===== src/rtl/plru_pkg.sv =====
package plru_pkg;
  localparam int WAYS   = 8;
  localparam int WAY_W  = $clog2(WAYS);
  localparam int TREE_W = WAYS - 1;

  typedef logic [WAY_W-1:0]  way_idx_t;
  typedef logic [TREE_W-1:0] tree_bits_t;
  typedef logic [WAYS-1:0]   way_mask_t;
endpackage


===== src/rtl/plru_touch_calc.sv =====
module plru_touch_calc
  import plru_pkg::*;
(
  input  tree_bits_t tree_in,
  input  way_idx_t   way,
  output tree_bits_t tree_out
);
  // Steer every tree level on the path away from the accessed way.
  always_comb begin
    tree_out    = tree_in;
    tree_out[0] = ~way[2];
    if (!way[2]) begin
      tree_out[1] = ~way[1];
      if (!way[1]) tree_out[3] = ~way[0];
      else         tree_out[4] = ~way[0];
    end else begin
      tree_out[2] = ~way[1];
      if (!way[1]) tree_out[5] = ~way[0];
      else         tree_out[6] = ~way[0];
    end
  end
endmodule


===== src/rtl/plru_tree_decode.sv =====
module plru_tree_decode
  import plru_pkg::*;
(
  input  tree_bits_t tree,
  output way_idx_t   way
);
  always_comb begin
    if (tree[0]) begin
      way[2] = 1'b1;
      way[1] = tree[2];
      way[0] = tree[2] ? tree[6] : tree[5];
    end else begin
      way[2] = 1'b0;
      way[1] = tree[1];
      way[0] = tree[1] ? tree[4] : tree[3];
    end
  end
endmodule


===== src/rtl/plru_hole_find.sv =====
module plru_hole_find
  import plru_pkg::*;
(
  input  way_mask_t valid,
  output logic      all_valid,
  output way_idx_t  hole_way
);
  always_comb begin
    all_valid = &valid;
    hole_way  = '0;
    for (int w = WAYS - 1; w >= 0; w--) begin
      if (!valid[w]) hole_way = WAY_W'(w);
    end
  end
endmodule


===== src/rtl/plru_tree_store.sv =====
module plru_tree_store
  import plru_pkg::*;
#(
  parameter int SETS  = 128,
  localparam int SET_W = $clog2(SETS)
) (
  input  logic             clk,
  input  logic             rst_n,
  input  logic             wr_en,
  input  logic [SET_W-1:0] wr_set,
  input  tree_bits_t       wr_tree,
  output tree_bits_t       wr_cur,
  input  logic [SET_W-1:0] rd_set,
  output tree_bits_t       rd_tree
);
  tree_bits_t tree_all [SETS];

  for (genvar s = 0; s < SETS; s++) begin : gen_set
    logic       set_we;
    tree_bits_t tree_q;

    always_comb begin
      set_we = wr_en && (wr_set == SET_W'(s));
    end

    always_ff @(posedge clk or negedge rst_n) begin
      if (!rst_n) begin
        tree_q <= '0;
      end else if (set_we) begin
        tree_q <= wr_tree;
      end
    end

    assign tree_all[s] = tree_q;
  end

  assign wr_cur  = tree_all[wr_set];
  assign rd_tree = tree_all[rd_set];
endmodule


===== src/rtl/plru8_victim_sel.sv =====
module plru8_victim_sel
  import plru_pkg::*;
#(
  parameter int SETS  = 128,
  localparam int SET_W = $clog2(SETS)
) (
  input  logic             clk,
  input  logic             rst_n,
  input  logic             acc_en,
  input  logic [SET_W-1:0] acc_set,
  input  logic [WAY_W-1:0] acc_way,
  input  logic [SET_W-1:0] qry_set,
  input  logic [WAYS-1:0]  qry_valid,
  output logic [WAY_W-1:0] victim_way
);
  tree_bits_t cur_tree;
  tree_bits_t new_tree;
  tree_bits_t qry_tree;
  way_idx_t   tree_way;
  way_idx_t   hole_way;
  logic       all_valid;

  plru_tree_store #(.SETS(SETS)) store_i (
    .clk     (clk),
    .rst_n   (rst_n),
    .wr_en   (acc_en),
    .wr_set  (acc_set),
    .wr_tree (new_tree),
    .wr_cur  (cur_tree),
    .rd_set  (qry_set),
    .rd_tree (qry_tree)
  );

  plru_touch_calc touch_i (
    .tree_in  (cur_tree),
    .way      (acc_way),
    .tree_out (new_tree)
  );

  plru_tree_decode decode_i (
    .tree (qry_tree),
    .way  (tree_way)
  );

  plru_hole_find hole_i (
    .valid     (qry_valid),
    .all_valid (all_valid),
    .hole_way  (hole_way)
  );

  assign victim_way = all_valid ? tree_way : hole_way;
endmodule


===== config.mk =====
export PLATFORM = sky130hd
export DESIGN_NAME = plru8_victim_sel
export DESIGN_NICKNAME = d
export VERILOG_FILES = /design/src/rtl/plru_pkg.sv /design/src/rtl/plru_touch_calc.sv /design/src/rtl/plru_tree_decode.sv /design/src/rtl/plru_hole_find.sv /design/src/rtl/plru_tree_store.sv /design/src/rtl/plru8_victim_sel.sv
export SDC_FILE = /design/constraint.sdc
export NUM_CORES = 2
export LEC_CHECK = 0
export BUFFER_PORTS_ARGS = -buffer_cell sky130_fd_sc_hd__buf_2
export CORE_UTILIZATION = 23
export CTS_CLUSTER_SIZE = 8
export DETAILED_ROUTE_END_ITERATION = 8
export GPL_TIMING_DRIVEN = 1
export SYNTH_ARGS = -nofsm -noshare
export SYNTH_HDL_FRONTEND = slang
export SYNTH_SLANG_ARGS = --single-unit

===== constraint.sdc =====
create_clock -name clk -period 6.3 [get_ports clk]
set_clock_uncertainty 0.05 [all_clocks]
set_input_delay 0.63 -clock clk [delete_from_list [all_inputs] [get_ports clk]]
set_output_delay 0.63 -clock clk [all_outputs]
set_load 0.005 [all_outputs]

# After elaboration in Yosys (flattened, before gate mapping)
# Cells that the tools add are included.
# Widths: inputs -> output; s select.
[word_totals] ff_bits=896 input_bits=28 output_inout_bits=3 wordCells=418
[op_classes] n_lt_le_gt_ge=2 n_eq_ne=127 n_mux=26 bitwise=5 n_reduce_logical=130
[ops] cell="$eq 7x7->1 const B" count=64
[ops] cell="$eq 7x6->1 const B" count=32
[ops] cell="$logic_and 1x1->1" count=128
[ops] cell="$eq 7x5->1 const B" count=16
[ops] cell="$bmux 7 s7" count=2
[ops] cell="$eq 7x4->1 const B" count=8
[ops] cell="$mux 3" count=10
[ops] cell="$eq 7x3->1 const B" count=4
[ops] cell="$mux 7" count=4
[ops] cell="$ge 8x8->1 const B" count=2
[ops] cell="$not 7->8" count=2
[ops] cell="$eq 7x2->1 const B" count=2
[ops] cell="$mux 1" count=8
[ops] cell="$reduce_and 8->1" count=1
[ops] cell="$eq 7x1->1 const B" count=1
[ops] cell="$logic_not 7->1" count=1
[ops] cell="$mux 2" count=2
[ops] cell="$not 1->1" count=3

# Logic depth before layout (Yosys ltp)
[logic_depth] word_depth=9 depth_mapped=15 mapped_depth_nobuf=9

# Hierarchy
# A second synthesis with hierarchy kept.
[hier_totals] cells_unflattened=3161 area_unflattened_um2=48131.2
[by_module_without_submodules] mod="plru_tree_store" instances=1 cells_each=3123 area_each_um2=47852.1 seq_area_each_um2=22421.5
[by_module_without_submodules] mod="plru_touch_calc" instances=1 cells_each=17 area_each_um2=117.6 seq_area_each_um2=0.0
[by_module_without_submodules] mod="plru_hole_find" instances=1 cells_each=13 area_each_um2=75.1 seq_area_each_um2=0.0
[by_module_without_submodules] mod="plru_tree_decode" instances=1 cells_each=5 area_each_um2=52.6 seq_area_each_um2=0.0
[by_module_without_submodules] mod="plru8_victim_sel" instances=1 cells_each=3 area_each_um2=33.8 seq_area_each_um2=0.0

# Least setup slack after synthesis
# OpenSTA, ideal clock, no wires.
[synth_timing] kind="input to output" start="input qry_set[0]" end="output victim_way[1]" t_arrival_ns=3.497 required_ns=5.620 setup_slack_ns=2.123 stages=11 n_path_buf=3 path_cell_list="buf_4 -> buf_2 -> buf_2 -> mux4_2 -> mux4_2 -> mux4_2 -> mux2i_1 -> inv_1 -> nor3_1 -> a211oi_1 -> a311oi_1"
[synth_via] elab_chain_cells=6
[synth_rtl] element="from (decl)" line_no="plru8_victim_sel.sv:12" rtl="input logic [SET_W-1:0] qry_set,"
[synth_rtl] element="$not 7->8 (not written as such)" line_no="plru_tree_store.sv:38" rtl="assign rd_tree = tree_all[rd_set];"
[synth_rtl] element="$bmux 7 s7" line_no="plru_tree_store.sv:38"
[synth_rtl] element="$mux 7 (not written as such) (2 in series)" line_no="plru_tree_store.sv:38"
[synth_rtl] element="$mux 3" line_no="plru_tree_decode.sv:8" rtl="if (tree[0]) begin"
[synth_rtl] element="$mux 3" line_no="plru8_victim_sel.sv:51" rtl="assign victim_way = all_valid ? tree_way : hole_way;"
[synth_rtl] element="to (decl)" line_no="plru8_victim_sel.sv:14" rtl="output logic [WAY_W-1:0] victim_way"
# Every way passes these cells. The select of a mux whose other input is x is not followed.

# Worst setup path after layout
# Same ends and word-level chain as after synthesis.

==> metrics <==
status=complete, no violations; RSZ-0062 raised after global routing=false; met3 wire len=between 15000 and 20000 um; met1 wire length=approximately 62000 um; Register Area=roughly 22000 um^2; CTS tree=built; Critical Path RT=approximately 5.6 ns; hold_ws=~0.41 ns; CP dominant cell by count=buf_4; area taken by multi-input logic gates=around 24000 um^2; startpoint type of the worst setup path=primary input; TritonCTS Buffers=130; vias in the first global route=35319; per-cell routed wire length=around 23 um; Synth area leaders=dfrtp_1 48%, mux4_2 23%, nand2_1 13%; max frequency=approximately 180 MHz; DP Worst Slack=0.819 ns; Remaining DRCs=0; CP arrival=about 5 ns; clock-pin slew on the worst setup and hold paths=about 0.050 ns; clock sink total=approximately 900; share of layout cells above drive strength 1=23.5%; Worst Tran Pin Value=1.31 ns; Lkg Pwr=roughly 24 nW; Clock Power Share=about 45%; H-Tree Depth=4; worst setup margin=between 0.6 and 0.7 ns; fin crit share=around 90%; routability cong.=between 0.9 and 1; Max Root-Sink Buffers=3; post-synth top area share=a little under half; P&R area growth vs syn=14.7%; Tot GR Track Use=between 10% and 20%; Die H=roughly 450 um; postcts setup bufs=0; top-count cell post-synth=nand2_1; worst skew pair latency=0.74 ns; Post-Syn Nets=4229; sequential power share=between 40 and 50%; total internal power=10.6 mW; die width=roughly 450 um; relative slew slack=between 10% and 20%; First-pass DRT Iterations=6; Peak VDD IR=around 0.25 mV; Final setup viols=0; Synth cell types=48; Netlist Area Pre-Place=between 40000 and 50000 um^2; Rows=165; Post-Synthesis Cells=4201; max incr delay on CP=1.09 ns; final total negative setup slack=0 ns; Vias=roughly 35000; WS Path Type=in -> out; Synth top cells by count=1676 x nand2_1, 896 x dfrtp_1, 474 x mux4_2; count of state elements after synthesis=roughly 900; hold crit path type=in -> reg; root buffer cell=clkbuf_16; ys flop type=dfrtp_1; power density over the cells=267 nW/um^2; Worst Setup End Kind=output port; first-pass GRT wire length=~240000 um; Initial Util=23.2%; most area-hungry cell type in the Yosys netlist=dfrtp_1; cell breakdown of the critical path=buf_8, buf_4, mux4_2, mux2i_1, o22ai_1, a2111oi_0, a221oi_1, a211oi_1, buf_4, a311oi_1, buf_2; top flop regs=store_i.gen_set.tree_q: 896 flops; initial antenna violation count=16; Sw Ratio=a little over a quarter; Post-layout nets=approximately 4200; asr flop ratio synth=100%; Layout Utilization=between 20% and 30%; synthesis warning total=0; Tmin final=around 5.7 ns; fillcell total=roughly 21000; die area=207000 um^2; DR top layer=met5; Ports=31; sequential-to-total area share from yosys stat=47.6%; Post-synth EDFFs=0; Post-Syn Area per Cell=11.2 um^2; R2R Setup Slk=~2.3 ns; max reg flops=~900; Iteration-0 DRC Markers=between 4000 and 5000; post-DP HPWL=roughly 110000 um; WL final=between 150000 and 200000 um; Post-DRT Antenna Nets=0; met2 routed WL=between 70000 and 80000 um; Pins Over Slew Limit=0; gr ovfl total=0; P_sw=3.79 mW; CP Max Fanout=between 50 and 60; Max-Cap Viols=0; Comb power frac=a little under an eighth; pin count of the biggest net entering global routing=roughly 180; Reg with most FFs=store_i.gen_set.tree_q; Slowest-stage cell, CP=a2111oi_0; vias per cell=about 5.1; final hold violations=0; core area=roughly 200000 um^2; Port Buffer Count=30
kinds of logic (layout without fill, tap and decap cells):
| logic type | Yosys count | in the layout | share of synthesized area [%] |
|---|---|---|---|
| muxes | 790 | 790 | 30.0 |
| and+or+nand+nor | 1864 | 1864 | 15.2 |
| buffers and inverters | 274 | 277 | 2.66 |
| other | 0 | 4 | 0 |
| DFF | 896 | 896 | 47.6 |
| AOI/OAI and AO/OA | 377 | 377 | 4.54 |
critical path, delay by kind of cell:
| family | cells | cell delay [ns] |
|---|---|---|
| buf+inv | 4 | 1.19 |
| mux | 2 | 0.69 |
| compound gates | 5 | 2.39 |
path summary, 6_finish.rpt:
kind / from / end / cells after the start
worst min-delay path: acc_way[2] / store_i.gen_set[78].tree_q[0] / 2
min in group asynchronous: rst_n / store_i.gen_set[41].tree_q[3] / 2
worst min register to register: store_i.gen_set[78].tree_q[0] / store_i.gen_set[78].tree_q[0] / 2
worst max-delay path: qry_set[0] / victim_way[1] / 11
worst max register to register: store_i.gen_set[63].tree_q[6] / store_i.gen_set[40].tree_q[6] / 8
max in group asynchronous: rst_n / store_i.gen_set[68].tree_q[4] / 3
stage by stage:
| step | cell area [um^2] | power (mW) | std cells |
|---|---|---|---|
| after floorplan | 47100 | 7.41 | 4201 |
| after global placement | 50400 | 8.01 | 6727 |
| after detailed placement | 50400 | 8.06 | 6727 |
| after CTS | 54000 | 14.5 | 6876 |
| after global routing | 54000 | 14.9 | 6879 |
| final | 54000 | 14.4 | 6880 |
power groups by stage:
stage	sequential [mW]	combinational, mW	clock [mW]
6_report	6.35	1.65	6.41
5_1_grt	6.38	1.76	6.72
4_1_cts	6.34	1.64	6.49
3_5_place_dp	6.43	1.63	0
3_3_place_gp	6.40	1.61	0
2_1_floorplan	6.34	1.07	0
what timing repair did:
item	in CTS	in global routing
resized for setup	0	0
endpoints found under the hold margin	70	0
hold buffers	1	0
per-layer routing:
metal / up-vias / global-route usage, %
met3: 384 / 3.88
met2: 1766 / 23.8
met5: - / 0
met4: 6 / 6.80
met1: 18264 / 20.0
li1: 14751 / -
area by class of cell:
| type | instances | area share, % |
|---|---|---|
| clock inverter | 11 | 0.294 |
| timing repair buffer | 123 | 2.10 |
| sequential | 896 | 41.5 |
| multi-input combinational | 3031 | 43.6 |
| clock buffer | 137 | 6.30 |
| tap | 2672 | 6.19 |
| inverter | 6 | 0.0417 |
| antenna | 4 | 0.0185 |
cell usage in the layout (no fill, tap or decap), types with 7 or more instances in the layout:
cell and instances:
buf_4 78, nor2_1 115, nor2b_1 13, buf_12 18, a221oi_1 20, mux4_2 474, dfrtp_1 896, buf_2 21
nand3_1 10, clkbuf_16 135, mux2i_1 85, nand2_1 1676, nand2b_1 7, mux2_2 230, o22ai_1 10, o21ai_0 281
a21oi_1 10, a22oi_1 11, a211oi_1 9
(Power assumes the default switching activity.)
